--- src/rtl/pcfg_pkg.sv ---
package pcfg_pkg;

   localparam int         LEN_BITS  = 24;     // width of the bit-length field
   localparam int         MIN_FRAME = 5;      // bytes needed to hold the length field
   localparam logic [7:0] SYNC_BYTE = 8'hFF;  // dummy byte that opens the bitstream
   localparam logic [7:0] PRE_BYTE  = 8'h20;  // preamble nibble + top length nibble
   localparam logic [7:0] PAD_BYTE  = 8'hFF;  // trailing clock-supply byte

   typedef enum logic [1:0] {
      ERR_NOHDR = 2'b00,
      ERR_RDY   = 2'b01,
      ERR_DONE  = 2'b10,
      ERR_RSVD  = 2'b11
   } err_e;

   typedef enum logic [3:0] {
      LD_IDLE, LD_PROG, LD_SCAN, LD_SYNC, LD_PRE,
      LD_BODY, LD_PAD, LD_DWAIT, LD_OK, LD_FAIL
   } ld_state_e;

   typedef enum logic [2:0] {
      WP_IDLE, WP_WAIT, WP_SETUP, WP_STRB, WP_HOLD, WP_GAP
   } wp_state_e;

endpackage

--- src/rtl/pcfg_hdr_scan.sv ---
module pcfg_hdr_scan
   import pcfg_pkg::*;
#(
   parameter int MAX_HDR = 256
) (
   input  logic       clk,
   input  logic       rst_n,
   input  logic       clr,
   input  logic       take,
   input  logic [7:0] din,
   output logic       found,
   output logic       abort
);
   localparam int                IDX_W = $clog2(MAX_HDR + 2);
   localparam logic [IDX_W-1:0]  LIMIT = IDX_W'(MAX_HDR);

   generate
      if (MAX_HDR < 72) begin : g_bad_limit
         $error("pcfg_hdr_scan: MAX_HDR must cover a header of at least 72 bytes");
      end
   endgenerate

   logic [IDX_W-1:0] idx_q;   // stream index of the byte now offered
   logic             ff_q;    // previous accepted byte was a sync candidate
   logic             is_sync, is_pre, over;

   assign is_sync = (din == SYNC_BYTE);
   assign is_pre  = (din == PRE_BYTE);
   assign found   = take && ff_q && is_pre;
   // a sync byte may sit at index LIMIT at most; anything later breaks the limit
   assign over    = (idx_q > LIMIT) || ((idx_q == LIMIT) && !is_sync);
   assign abort   = take && !found && over;

   always_ff @(posedge clk or negedge rst_n) begin
      if (!rst_n) begin
         idx_q <= '0;
         ff_q  <= 1'b0;
      end else if (clr) begin
         idx_q <= '0;
         ff_q  <= 1'b0;
      end else if (take) begin
         ff_q <= is_sync;
         if (idx_q <= LIMIT) idx_q <= idx_q + 1'b1;
      end
   end

   AST_FOUND_NEEDS_SYNC: assert property (@(posedge clk) disable iff (!rst_n)
      found |-> $past(take) && $past(din) == SYNC_BYTE) else $error("marker without sync");

endmodule

--- src/rtl/pcfg_len_count.sv ---
module pcfg_len_count
   import pcfg_pkg::*;
(
   input  logic       clk,
   input  logic       rst_n,
   input  logic       clr,
   input  logic       take,
   input  logic [7:0] din,
   output logic       last
);
   localparam int NB_W = LEN_BITS - 3 + 1;   // byte index / byte count width

   logic [NB_W-1:0]     idx_q, idx_n;        // file index of the last written byte
   logic [7:0]          b3_q, b4_q;
   logic [3:0]          nib_q, nib;
   logic [LEN_BITS-1:0] len_now;
   logic [LEN_BITS:0]   rnd;
   logic [NB_W-1:0]     nbytes, last_idx;

   assign idx_n    = idx_q + 1'b1;
   assign nib      = (idx_n == NB_W'(MIN_FRAME)) ? din[7:4] : nib_q;
   // top nibble comes from the preamble byte, whose low nibble is always zero
   assign len_now  = {4'h0, b3_q, b4_q, nib};
   assign rnd      = {1'b0, len_now} + (LEN_BITS+1)'(7);
   assign nbytes   = rnd[LEN_BITS:3];
   assign last_idx = (nbytes < NB_W'(MIN_FRAME)) ? NB_W'(MIN_FRAME) : nbytes;
   assign last     = take && (idx_n >= last_idx);

   always_ff @(posedge clk or negedge rst_n) begin
      if (!rst_n) begin
         idx_q <= '0;
         b3_q  <= '0;
         b4_q  <= '0;
         nib_q <= '0;
      end else if (clr) begin
         idx_q <= NB_W'(2);
         b3_q  <= '0;
         b4_q  <= '0;
         nib_q <= '0;
      end else if (take) begin
         idx_q <= idx_n;
         if (idx_n == NB_W'(3)) b3_q <= din;
         if (idx_n == NB_W'(4)) b4_q <= din;
         if (idx_n == NB_W'(MIN_FRAME)) nib_q <= din[7:4];
      end
   end

   AST_LAST_NOT_EARLY: assert property (@(posedge clk) disable iff (!rst_n)
      last |-> idx_q >= NB_W'(MIN_FRAME - 1)) else $error("file ended inside length field");

endmodule

--- src/rtl/pcfg_wr_port.sv ---
module pcfg_wr_port
   import pcfg_pkg::*;
#(
   parameter int WR_LOW  = 2,
   parameter int GAP     = 1,
   parameter int RDY_TMO = 1024
) (
   input  logic       clk,
   input  logic       rst_n,
   input  logic       req,
   input  logic [7:0] din,
   input  logic       rdy,
   output logic       idle,
   output logic       tmo,
   output logic       cs_n,
   output logic       wr_n,
   output logic [7:0] dout
);
   localparam int MAX_A = (WR_LOW > GAP) ? WR_LOW : GAP;
   localparam int MAX_C = (MAX_A > RDY_TMO) ? MAX_A : RDY_TMO;
   localparam int CW    = $clog2(MAX_C + 1);

   generate
      if (WR_LOW < 1 || GAP < 0 || RDY_TMO < 1) begin : g_bad_cfg
         $error("pcfg_wr_port: WR_LOW and RDY_TMO must be >= 1, GAP >= 0");
      end
   endgenerate

   wp_state_e      st_q, hold_nxt;
   logic [CW-1:0]  cnt_q;
   logic [7:0]     d_q;
   logic           strb_last, gap_last;

   generate
      if (WR_LOW == 1) begin : g_strb_one
         assign strb_last = 1'b1;
      end else begin : g_strb_cnt
         assign strb_last = (cnt_q == CW'(WR_LOW - 1));
      end
      if (GAP == 0) begin : g_no_gap
         assign hold_nxt = WP_IDLE;
         assign gap_last = 1'b1;
      end else begin : g_gap
         assign hold_nxt = WP_GAP;
         assign gap_last = (cnt_q == CW'(GAP - 1));
      end
   endgenerate

   assign idle = (st_q == WP_IDLE);
   assign tmo  = (st_q == WP_WAIT) && !rdy && (cnt_q == CW'(RDY_TMO - 1));
   assign cs_n = !((st_q == WP_SETUP) || (st_q == WP_STRB) || (st_q == WP_HOLD));
   assign wr_n = (st_q != WP_STRB);
   assign dout = d_q;

   always_ff @(posedge clk or negedge rst_n) begin
      if (!rst_n) begin
         st_q  <= WP_IDLE;
         cnt_q <= '0;
         d_q   <= '0;
      end else begin
         case (st_q)
            WP_IDLE: if (req) begin
               st_q  <= WP_WAIT;
               cnt_q <= '0;
               d_q   <= din;
            end
            WP_WAIT: begin
               if (rdy) st_q <= WP_SETUP;
               else if (tmo) st_q <= WP_IDLE;
               else cnt_q <= cnt_q + 1'b1;
            end
            WP_SETUP: begin
               st_q  <= WP_STRB;
               cnt_q <= '0;
            end
            WP_STRB: begin
               if (strb_last) st_q <= WP_HOLD;
               else cnt_q <= cnt_q + 1'b1;
            end
            WP_HOLD: begin
               st_q  <= hold_nxt;
               cnt_q <= '0;
            end
            WP_GAP: begin
               if (gap_last) st_q <= WP_IDLE;
               else cnt_q <= cnt_q + 1'b1;
            end
            default: st_q <= WP_IDLE;
         endcase
      end
   end

   AST_STROBE_IN_CS: assert property (@(posedge clk) disable iff (!rst_n)
      !wr_n |-> !cs_n) else $error("strobe outside select");
   AST_CS_LEADS_STROBE: assert property (@(posedge clk) disable iff (!rst_n)
      $fell(wr_n) |-> $past(!cs_n && wr_n)) else $error("select did not lead strobe");
   AST_DATA_HELD: assert property (@(posedge clk) disable iff (!rst_n)
      (!cs_n && $past(!cs_n)) |-> $stable(dout)) else $error("data moved in frame");
   AST_RDY_BEFORE_CS: assert property (@(posedge clk) disable iff (!rst_n)
      $fell(cs_n) |-> $past(rdy)) else $error("frame opened while target busy");

endmodule

--- src/rtl/pcfg_loader.sv ---
module pcfg_loader
   import pcfg_pkg::*;
#(
   parameter int MAX_HDR  = 256,
   parameter int PROG_CYC = 16,
   parameter int WR_LOW   = 2,
   parameter int GAP      = 1,
   parameter int RDY_TMO  = 1024,
   parameter int DONE_TMO = 65536
) (
   input  logic       clk,
   input  logic       rst_n,
   input  logic       start,
   input  logic [7:0] src_data,
   input  logic       src_valid,
   output logic       src_ready,
   input  logic       tgt_rdy,
   input  logic       tgt_done,
   output logic       cfg_prog_n,
   output logic       cfg_cs_n,
   output logic       cfg_wr_n,
   output logic [7:0] cfg_d,
   output logic       busy,
   output logic       done_ok,
   output logic       error,
   output logic [1:0] err_code
);
   localparam int CNT_MAX = (PROG_CYC > DONE_TMO) ? PROG_CYC : DONE_TMO;
   localparam int CNT_W   = $clog2(CNT_MAX + 1);

   generate
      if (PROG_CYC < 1 || DONE_TMO < 1) begin : g_bad_cfg
         $error("pcfg_loader: PROG_CYC and DONE_TMO must be >= 1");
      end
   endgenerate

   ld_state_e        st_q;
   logic [CNT_W-1:0] cnt_q;
   err_e             err_q;

   logic       wp_req, wp_idle, wp_tmo;
   logic [7:0] wp_din;
   logic       take_scan, take_body, hdr_found, hdr_abort, body_last, clr;
   logic       settled;

   assign settled    = (st_q == LD_IDLE) || (st_q == LD_OK) || (st_q == LD_FAIL);
   assign clr        = (st_q == LD_PROG);
   assign take_scan  = (st_q == LD_SCAN) && src_valid;
   assign take_body  = (st_q == LD_BODY) && src_valid && wp_idle;
   assign src_ready  = (st_q == LD_SCAN) || ((st_q == LD_BODY) && wp_idle);
   assign cfg_prog_n = (st_q != LD_PROG);
   assign busy       = !settled;
   assign done_ok    = (st_q == LD_OK);
   assign error      = (st_q == LD_FAIL);
   assign err_code   = err_q;

   always_comb begin
      wp_req = 1'b0;
      wp_din = src_data;
      case (st_q)
         LD_SYNC: begin wp_req = wp_idle;   wp_din = SYNC_BYTE; end
         LD_PRE:  begin wp_req = wp_idle;   wp_din = PRE_BYTE;  end
         LD_BODY: begin wp_req = take_body; wp_din = src_data;  end
         LD_PAD:  begin wp_req = wp_idle;   wp_din = PAD_BYTE;  end
         default: ;
      endcase
   end

   pcfg_hdr_scan #(.MAX_HDR(MAX_HDR)) i_scan (
      .clk(clk), .rst_n(rst_n), .clr(clr), .take(take_scan), .din(src_data),
      .found(hdr_found), .abort(hdr_abort)
   );

   pcfg_len_count i_len (
      .clk(clk), .rst_n(rst_n), .clr(clr), .take(take_body), .din(src_data),
      .last(body_last)
   );

   pcfg_wr_port #(.WR_LOW(WR_LOW), .GAP(GAP), .RDY_TMO(RDY_TMO)) i_port (
      .clk(clk), .rst_n(rst_n), .req(wp_req), .din(wp_din), .rdy(tgt_rdy),
      .idle(wp_idle), .tmo(wp_tmo), .cs_n(cfg_cs_n), .wr_n(cfg_wr_n), .dout(cfg_d)
   );

   always_ff @(posedge clk or negedge rst_n) begin
      if (!rst_n) begin
         st_q  <= LD_IDLE;
         cnt_q <= '0;
         err_q <= ERR_NOHDR;
      end else begin
         case (st_q)
            LD_IDLE, LD_OK, LD_FAIL: if (start) begin
               st_q  <= LD_PROG;
               cnt_q <= '0;
            end
            LD_PROG: begin
               if (cnt_q == CNT_W'(PROG_CYC - 1)) st_q <= LD_SCAN;
               else cnt_q <= cnt_q + 1'b1;
            end
            LD_SCAN: begin
               if (hdr_found) st_q <= LD_SYNC;
               else if (hdr_abort) begin
                  st_q  <= LD_FAIL;
                  err_q <= ERR_NOHDR;
               end
            end
            LD_SYNC, LD_PRE, LD_BODY, LD_PAD: begin
               if (wp_tmo) begin
                  st_q  <= LD_FAIL;
                  err_q <= ERR_RDY;
               end else begin
                  case (st_q)
                     LD_SYNC: if (wp_idle) st_q <= LD_PRE;
                     LD_PRE:  if (wp_idle) st_q <= LD_BODY;
                     LD_BODY: if (take_body && body_last) st_q <= LD_PAD;
                     default: if (wp_idle) begin
                        st_q  <= LD_DWAIT;
                        cnt_q <= '0;
                     end
                  endcase
               end
            end
            LD_DWAIT: begin
               if (wp_tmo) begin
                  st_q  <= LD_FAIL;
                  err_q <= ERR_RDY;
               end else if (wp_idle) begin
                  if (tgt_done) st_q <= LD_OK;
                  else if (cnt_q == CNT_W'(DONE_TMO - 1)) begin
                     st_q  <= LD_FAIL;
                     err_q <= ERR_DONE;
                  end else cnt_q <= cnt_q + 1'b1;
               end
            end
            default: st_q <= LD_IDLE;
         endcase
      end
   end

   AST_SRC_ONLY_BUSY: assert property (@(posedge clk) disable iff (!rst_n)
      src_ready |-> busy) else $error("source read while not loading");
   AST_STATUS_EXCL: assert property (@(posedge clk) disable iff (!rst_n)
      !(done_ok && error)) else $error("success and fault together");
   AST_PROG_QUIET: assert property (@(posedge clk) disable iff (!rst_n)
      !cfg_prog_n |-> (cfg_cs_n && !src_ready)) else $error("activity during clear");
   AST_DONE_FROM_PIN: assert property (@(posedge clk) disable iff (!rst_n)
      $rose(done_ok) |-> $past(tgt_done)) else $error("success without done pin");

endmodule

--- config.mk ---
export PLATFORM = sky130hd
export DESIGN_NAME = pcfg_loader
export DESIGN_NICKNAME = d
export VERILOG_FILES = /design/src/rtl/pcfg_pkg.sv /design/src/rtl/pcfg_hdr_scan.sv /design/src/rtl/pcfg_len_count.sv /design/src/rtl/pcfg_wr_port.sv /design/src/rtl/pcfg_loader.sv
export SDC_FILE = /design/constraint.sdc
export NUM_CORES = 1
export LEC_CHECK = 0
export BUFFER_PORTS_ARGS = -buffer_cell sky130_fd_sc_hd__buf_2
export CORE_ASPECT_RATIO = 1.1
export CORE_MARGIN = 2
export CORE_UTILIZATION = 68
export DETAILED_ROUTE_END_ITERATION = 8
export PLACE_DENSITY = 0.95
export SYNTH_ARGS = -nofsm -noshare
export SYNTH_HDL_FRONTEND = slang
export SYNTH_HIERARCHICAL = 1
export SYNTH_SLANG_ARGS = --single-unit
--- constraint.sdc ---
create_clock -name clk -period 14.42 [get_ports clk]
set_clock_uncertainty 0.1 [all_clocks]
set_input_delay 2.884 -clock clk [delete_from_list [all_inputs] [get_ports clk]]
set_output_delay 2.884 -clock clk [all_outputs]
set_load 0.01 [all_outputs]
### Word level (Yosys, flattened, before mapping)

Index checks and enable logic that the tools add are counted.

| cells by class | value |
|---|---|
| $add $sub $neg | 5 |
| order comparisons | 4 |
| equal/unequal tests | 56 |
| multiplexer cells | 64 |
| reductions and logical operators | 50 |

Operators by type and width:

| cell | count |
|---|---|
| 2-to-1 mux 17 bit | 9 |
| one-hot mux 17 bit (4 select lines) | 1 |
| 2-to-1 mux 22 bit | 3 |
| 2-to-1 mux 4 bit | 16 |
| 2-to-1 mux 11 bit | 5 |
| one-hot mux 11 bit (5 select lines) | 1 |
| 2-to-1 mux 8 bit | 6 |
| == test 22 x 3 -> 1 bit (second input constant) | 2 |
| inequality test 2 bit (second input constant) | 15 |
| 2-to-1 mux 9 bit | 3 |
| adder 22 x 1 -> 22 bit (second input constant) | 1 |
| == test 22 x 2 -> 1 bit (second input constant) | 1 |
| greater-or-equal comparator 22 bit | 1 |
| less-than comparator 22 x 3 -> 1 bit (second input constant) | 1 |
| adder 20 x 3 -> 21 bit (second input constant) | 1 |
| inequality test 4 x 3 -> 1 bit (second input constant) | 5 |
| one-hot mux 4 bit (5 select lines) | 1 |
| inequality test 3 x 2 -> 1 bit (second input constant) | 6 |
| one-hot mux 3 bit (6 select lines) | 1 |
| adder 17 x 1 -> 17 bit (second input constant) | 1 |
| == test 17 x 16 -> 1 bit (second input constant) | 1 |
| == test 17 x 4 -> 1 bit (second input constant) | 1 |
| == test 4 x 3 -> 1 bit (second input constant) | 4 |
| one-hot mux 8 bit (2 select lines) | 1 |
| other kinds (42) | 92 |

| word-level totals | value |
|---|---|
| register bits after elaboration | 97 |
| bits of input ports | 14 |
| output and inout port bits | 17 |
| word-level logic and storage cells | 191 |

### Longest topological paths before layout

Gate-level depths: netlist of the first run.

| depth | value |
|---|---|
| word-level depth | 13 |
| mapped depth | 26 |
| gate-level depth less buffers | 25 |

### Modules after synthesis

The synthesis of the first run kept the hierarchy.

Modules (own cells, without submodules):

| module | times used | cells an instance | area each (µm²) | sequential area each (µm²) |
|---|---|---|---|---|
| pcfg_len_count | 1 | 393 | 3,435.8 | 1,051.0 |
| pcfg_loader | 1 | 234 | 1,851.8 | 575.6 |
| pcfg_wr_port | 1 | 123 | 1,276.2 | 550.5 |
| pcfg_hdr_scan | 1 | 67 | 638.1 | 250.2 |

### Worst setup path before layout of the first run

Ideal clock, no wire load.

| timing | value |
|---|---|
| path type | in2reg |
| from | input port src_data[6] |
| to | register, netlist name st_q[1] |
| library setup time | 125 ps |
| data arrival time | 7,345 ps |
| data required time | 14,195 ps |
| slack | 6,850 ps |
| stages | 21 |
| path buffers | 0 |
| path through | or4_1 nor4_2 a211oi_1 or4_1 a2111o_1 nand2_1 ha_1 nand2b_1 a21o_1 a21o_1 a21o_1 a21o_1 a21o_1 a2111oi_0 o211ai_1 a22o_1 nand4b_1 and4_1 o21ai_0 o31ai_1 mux2_2 |

RTL lines:

| element | RTL line | source |
|---|---|---|
| start: declaration | pcfg_loader.sv:14 | `input logic [7:0] src_data,` |

==> impl_metrics.yaml, run 1 <==
clock_network:
  cts_tree: "done"
  cts-resized-gates: 0
  clk_pin_slew_worst_paths_ps: 70
  cts_made_buffers: 9
  cts_hold_buf: 0
  cts_sinks: 97
  cts_root_buf: "clkbuf_16"
  clock_path_buffers: 2
  post_cts_buffers: 0
  clk_latency_ps: 350
  htree_levels: 3
setup_path:
  critPathCaptureType: "flop"
  startpoint: "src_data[6]"
  required_ps: 14560
  reg2reg_slack_ps: 7500
  crit_path_end: "st_q[1]"
  crit_path_max_incr_delay_ps: 550
  crit_arrival_ps: 7960
  crit_fanout: 9
  r2r-end: "st_q[1]"
  crit_path_start_kind: "primary input"
  crit_chain: "buf_2 > or4_1 > nor4_2 > a211oi_1 > or4_1 > a2111o_1 > nand2_1 > ha_1 > nand2b_1 > a21o_1 > a21o_1 > a21o_1 > a21o_1 > a21o_1 > a2111oi_0 > o211ai_1 > a22o_1 > nand4b_1 > and4_1 > o21ai_0 > o31ai_1 > mux2_2"
  cp_slowest_cell: "or4_1"
  crit_top_cell: "a21o_1"
  r2r_start: "i_len/idx_q[0]"
  rr_worst_depth: 25
  worstSetupPathType: "primary input to flop"
grt:
  grt_first_pass_wirelength_mm: 29.5
  grt_max_degree: 69
  grt_pass1_vias: 6152
  globalRouteTotalUtil_pct: 32.0
  overflow: 0
  antenna_found_initial: 1
power_and_ir_drop:
  pwr-share-seq_pct: 34.1
  p_total_mw: 1.09
  vdd_drop_max_uv: 162
  powerDensity_nw_per_um2: 143
  sw_frac_of_total_pct: 40.4
  p_int_mw: 0.648
  leakage_nw: 3.30
  power_frac_clock_pct: 25.7
  combPwrFrac_pct: 40.2
  p_sw_mw: 0.439
route:
  wl_per_cell_um: 18.1
  antenna_left: 0
  firstDrtPassIters: 5
  drcViolationCount: 0
  routed_wl_mm: 17.2
  vias_per_cell: 6.75
  vias: 6415
  drt-initial-drc-count: 443
place:
  hpwl_mm: 11.7
  io_buffers: 30
  gp_congestion: 0.972
timing:
  slew_viol_final: 0
  slew_headroom_pct: 37.6
  rsz0062_at_grt: "false"
  hold_viol: 0
  min_period_ps: 7820
  worst_slew_pin_slew_ps: 935
  setup_viol: 0
  max_clock_freq_mhz: 128
  setup_tns_ps: 0
  period_share_pct: 54.3
floorplan:
  start_util_pct: 69.6
  rows: 39
  die_width_um: 102
  coreArea_um2: 10300
  pin_count: 31
  die_h_um: 112
  die_area_um2: 11400
yosys:
  synth.distinct_cells: 79
  yosysWarnings: 6
  yosys_register_bits: 97
  synth_async_sr_flop_share_pct: 100
  yosys-top-cells-area: "dfrtp_1 34%, ha_1 5.0%, nor2_1 4.4%"
  synth_ff_type: "dfrtp_1"
  syn_area_per_cell_um2: 8.82
  synth_top_area_share_pct: 33.7
  synth_area_leader_cell: "dfrtp_1"
  synth_nets: 860
  netlist_area_um2: 7200
  ys_seq_area_share_pct: 33.7
  synth_cells: 817
  synth_edf_count: 0
status:
  status: "complete, no violations"
final_layout:
  syn_to_final_growth_pct: 5.25
  drive_above_1_share_pct: 10.8
  diodes: 0
  fin_util_pct: 73.3
  nets: 847
min_path:
  min_from: "i_port/dout[2]"
  min_path_type: "flop to flop"
flow_run:
  maxCapViolCount: 0
[worst min-delay path by stage]
stage                           to  slack (ps)  cells after the start
floorplan                cnt_q[15]         360                      1
global placement    i_port/dout[2]         370                      1
detailed placement  i_port/dout[6]         370                      1
CTS                 i_port/dout[2]         390                      1
global route        i_port/dout[6]         410                      1
finish              i_port/dout[2]         380                      1
[cell usage in the layout (no fill, tap or decap), drive strengths merged, types with 13 or more instances in the layout]
cell / synthesis / final
nand4: 26 / 26
nor2: 86 / 86
dfrtp: 97 / 97
mux2: 13 / 13
o41ai: 16 / 16
nor3: 17 / 17
nand3: 27 / 27
mux2i: 25 / 25
inv: 23 / 23
nand2: 62 / 62
and3: 18 / 18
a21oi: 33 / 33
o21ai: 45 / 45
nand2b: 16 / 16
ha: 29 / 29
o31ai: 21 / 21
buf: 30 / 34
nor4: 19 / 19
xor2: 33 / 33
xnor2: 21 / 21
[stage by stage]
stage,instance area (µm²),hold slack (ps),cells,setup slack (ps)
5_1_grt,7580,407,951,6290
4_1_cts,7580,392,951,6670
2_1_floorplan,7200,358,817,6850
3_5_place_dp,7240,374,936,6370
6_report,7580,384,951,6600
3_3_place_gp,7240,367,936,6440
[Yosys cell counts (3+ instances only)]
| cell type | number |
|---|---|
| nor4_1 | 17 |
| o31ai_1 | 17 |
| buf_6 | 7 |
| or3_1 | 12 |
| o21ai_0 | 38 |
| and3_1 | 18 |
| inv_1 | 22 |
| xnor2_1 | 21 |
| nand2_1 | 62 |
| nand4_1 | 24 |
| ha_1 | 29 |
| buf_4 | 8 |
| nor3_1 | 16 |
| nand3_1 | 27 |
| a21boi_0 | 3 |
| o211ai_1 | 5 |
| mux2i_1 | 25 |
| buf_2 | 12 |
| a2111oi_0 | 3 |
| mux2_2 | 4 |
| a31oi_1 | 12 |
| and4_1 | 8 |
| o31a_1 | 5 |
| xor2_1 | 33 |
| a21o_1 | 8 |
| nor2b_1 | 12 |
| clkbuf_1 | 28 |
| a211oi_1 | 4 |
| o41ai_1 | 14 |
| mux2_1 | 9 |
| o21ai_2 | 5 |
| a21oi_1 | 33 |
| nor2_1 | 84 |
| o31ai_4 | 3 |
| nand2b_1 | 16 |
| or4_1 | 10 |
| dfrtp_1 | 97 |
| or2_2 | 3 |
| and2_1 | 6 |
| nand4b_1 | 4 |
[worst max-delay path, delay by kind of cell]
kind | cells | cell delay, ps
AO/OA/AOI/OAI | 12 | 2530
AND/OR/NAND/NOR | 7 | 1790
multiplexers | 1 | 410
adder cells (fa/ha/maj) | 1 | 210
buffers and inverters | 1 | 150
[flip-flops by register name (all words and copies together), names as in the netlist]
name          count
cnt_q            17
i_len/idx_q      22
i_len/b3_q        8
err_code          2
i_scan/idx_q      9
i_port/st_q       3
i_len/b4_q        8
i_port/cnt_q     11
i_port/dout       8
st_q              4
i_len/nib_q       4
i_scan/ff_q       1
[cell families after synthesis]
logic type                 count (synthesis)  share of synthesized area [%]
muxes                                     38                           5.51
and+or+nand+nor                          337                           25.2
buffers and inverters                     81                           5.80
adders and majority gates                 29                           5.04
DFF                                       97                           33.7
AOI/OAI and AO/OA                        181                           18.2
xor gates and xnor gates                  54                           6.57
[power by group through the flow]
stage	registers, mW	clock network [mW]	logic (mW)
3_5_place_dp	0.372	0	0.425
2_1_floorplan	0.342	0	0.367
4_1_cts	0.368	0.282	0.432
5_1_grt	0.376	0.296	0.481
3_3_place_gp	0.368	0	0.403
6_report	0.371	0.279	0.437
[area by class of cell]
type | count | area, µm²
Inverter | 23 | 86.3
Timing Repair Buffer | 34 | 183
Clock buffer | 10 | 239
Sequential cell | 97 | 2430
Tap cell | 143 | 179
Multi-Input combinational cell | 639 | 4360
Fill cell | 732 | 2770
Clock inverter | 5 | 104
[metal layers]
layer | track usage [%] | up-vias | wire, µm
met2 | 53.1 | 287 | 8700
met3 | 4.90 | 56 | 1030
li1 | - | 2975 | -
met1 | 40.5 | 3095 | 6900
met5 | 0 | - | 13
met4 | 15.3 | 2 | 606
No activity file was read; power rests on OpenSTA's default activity.
==> inputs of run 2 (changes only) <==
--- a/config.mk
+++ b/config.mk
@@ -8,9 +8,9 @@
 export BUFFER_PORTS_ARGS = -buffer_cell sky130_fd_sc_hd__buf_2
 export CORE_ASPECT_RATIO = 1.1
 export CORE_MARGIN = 2
-export CORE_UTILIZATION = 68
+export CORE_UTILIZATION = 63
 export DETAILED_ROUTE_END_ITERATION = 8
-export PLACE_DENSITY = 0.95
+export PLACE_DENSITY = 0.9
 export SYNTH_ARGS = -nofsm -noshare
 export SYNTH_HDL_FRONTEND = slang
 export SYNTH_HIERARCHICAL = 1
==> constraint.sdc (replaced) <==
create_clock -name clk -period 7.6 [get_ports clk]
set_clock_uncertainty 0.1 [all_clocks]
set_input_delay 1.52 -clock clk [delete_from_list [all_inputs] [get_ports clk]]
set_output_delay 1.52 -clock clk [all_outputs]
set_load 0.01 [all_outputs]
==> run 2 against run 1 <==
Against the previous run:
- combinational power increased by 89%
- register-to-register slack worse by 6800 ps
- setup slack worse by 5900 ps
- largest cell class unchanged
- largest power group unchanged
==> impl_metrics.yaml, run 2 (synthesis results as in run 1) <==
route:
  routed_wl_mm: 16.9
  drt-initial-drc-count: 450
  drcViolationCount: 0
  antenna_left: 0
  wl_per_cell_um: 17.7
  vias_per_cell: 6.57
  firstDrtPassIters: 5
  vias: 6278
timing:
  fin_ws_ps: 670
  slew_viol_final: 0
  setup_viol: 0
  worst_slew_pin_slew_ps: 911
  setup_tns_ps: 0
  max_clock_freq_mhz: 144
  slew_headroom_pct: 39.2
  rsz0062_at_grt: "false"
  min_period_ps: 6930
  hold_viol: 0
  period_share_pct: 91.2
status:
  status: "complete, no violations"
power_and_ir_drop:
  leakage_nw: 3.26
  vdd_drop_max_uv: 262
  p_total_mw: 1.97
  powerDensity_nw_per_um2: 262
final_layout:
  drive_above_1_share_pct: 10.8
  top_register: "i_len/idx_q"
  diodes: 0
  final_common_cell: "dfrtp_1"
  largest_reg_flops: 22
  final_cell_mix: "97 x dfrtp_1, 84 x nor2_1, 62 x nand2_1"
  nets: 847
  instances_no_fill: 956
  syn_to_final_growth_pct: 4.43
  reg.largest.list: "i_len/idx_q x22, cnt_q x17, i_port/cnt_q x11"
  filler_cell_count: 854
setup_path:
  r2r-end: "st_q[1]"
  crit_path_start_kind: "flop"
  critPathCaptureType: "flop"
  required_ps: 7730
  rr_worst_depth: 25
  startpoint: "i_len/idx_q[0]"
  crit_top_cell: "a21o_1"
  worstSetupPathType: "flop to flop"
  crit_path_max_incr_delay_ps: 560
  critPathBufInv: 0
  cp_slowest_cell: "o22ai_1"
  reg2reg_slack_ps: 670
  r2r_start: "i_len/idx_q[0]"
  crit_arrival_ps: 7060
  crit_fanout: 9
  crit_family: "compound AO/OA/AOI/OAI gates"
min_path:
  min_path_type: "flop to flop"
  whs_endpoint: "i_port/dout[2]"
  min_from: "i_port/dout[2]"
  hold_depth: 1
grt:
  globalRouteTotalUtil_pct: 28.5
  grt_pass1_vias: 6148
  overflow: 0
  antenna_found_initial: 0
  grt_max_degree: 73
  grt_first_pass_wirelength_mm: 28.6
place:
  io_buffers: 30
  gp_congestion: 0.892
  post-place-cells: 939
  hpwl_mm: 12.0
  post-place-ws_ps: 765
clock_network:
  post_cts_buffers: 0
  cts-resized-gates: 0
  cts_hold_buf: 0
  clk_pin_slew_worst_paths_ps: 70
  clk_latency_ps: 360
  htree_levels: 3
  clock_path_buffers: 2
  cts_sinks: 97
  cts_made_buffers: 9
  cts_tree: "done"
  cts_root_buf: "clkbuf_16"
floorplan:
  die_width_um: 106
  rows: 40
  die_h_um: 116
  pin_count: 31
  coreArea_um2: 11000
  die_area_um2: 12300
  start_util_pct: 65.4
flow_run:
  maxCapViolCount: 0
-- run 2: final cells by class --
class / count / area [µm²] / area share (%)
repair buffers: 34 / 180 / 2.40
clock inverters: 5 / 38.8 / 0.516
flip-flops and latches: 97 / 2430 / 32.3
inverters: 23 / 86.3 / 1.15
clock buffers: 11 / 243 / 3.23
well taps: 147 / 184 / 2.45
multi-input cells: 639 / 4360 / 58.0
-- run 2: worst max path at each step --
stage,end,cells past startpoint,slack [ps]
finish,st_q[1],25,670
global route,st_q[1],25,370
CTS,st_q[1],25,760
detailed placement,st_q[1],22,760
global placement,st_q[1],22,980
floorplan,st_q[1],21,1390
-- run 2: per-stage QoR --
stage                     area [µm²]  hold WS [ps]  util (%)
final                           7520           390      68.3
after detailed placement        7230           374      65.7
after global placement          7230           365      65.7
after CTS                       7520           389      68.3
after global routing            7520           403      68.3
after floorplan                 7200           358         -
-- run 2: routing by layer --
layer  global-route usage, %  wire length (µm)
met5                       0                 0
met4                    11.4               416
met3                    4.58               954
met1                    35.1              7000
met2                    50.6              8570
-- run 2: power breakdown --
group | leakage [nW] | internal, mW | switching [mW]
registers | 1.32 | 0.583 | 0.120
logic | 1.81 | 0.316 | 0.511
clock network | 0.124 | 0.232 | 0.208
-- run 2: worst reg2reg max path, stage by stage (launching register included) --
cell and delay [ps]:
dfrtp_1 530, ha_1 290, nand3_1 240, nor3_2 460, a31oi_1 170, o22ai_1 560, or3_1 240, a211oi_1 90
or4_1 480, a2111o_1 460, nand2_1 80, ha_1 220, nand2b_1 150, a21o_1 180, a21o_1 170, a21o_1 170
a21o_1 170, a21o_1 160, a2111oi_0 460, o211ai_1 210, a22o_1 230, nand4b_1 90, and4_1 220, o21ai_0 110
o31ai_1 200, mux2_2 410
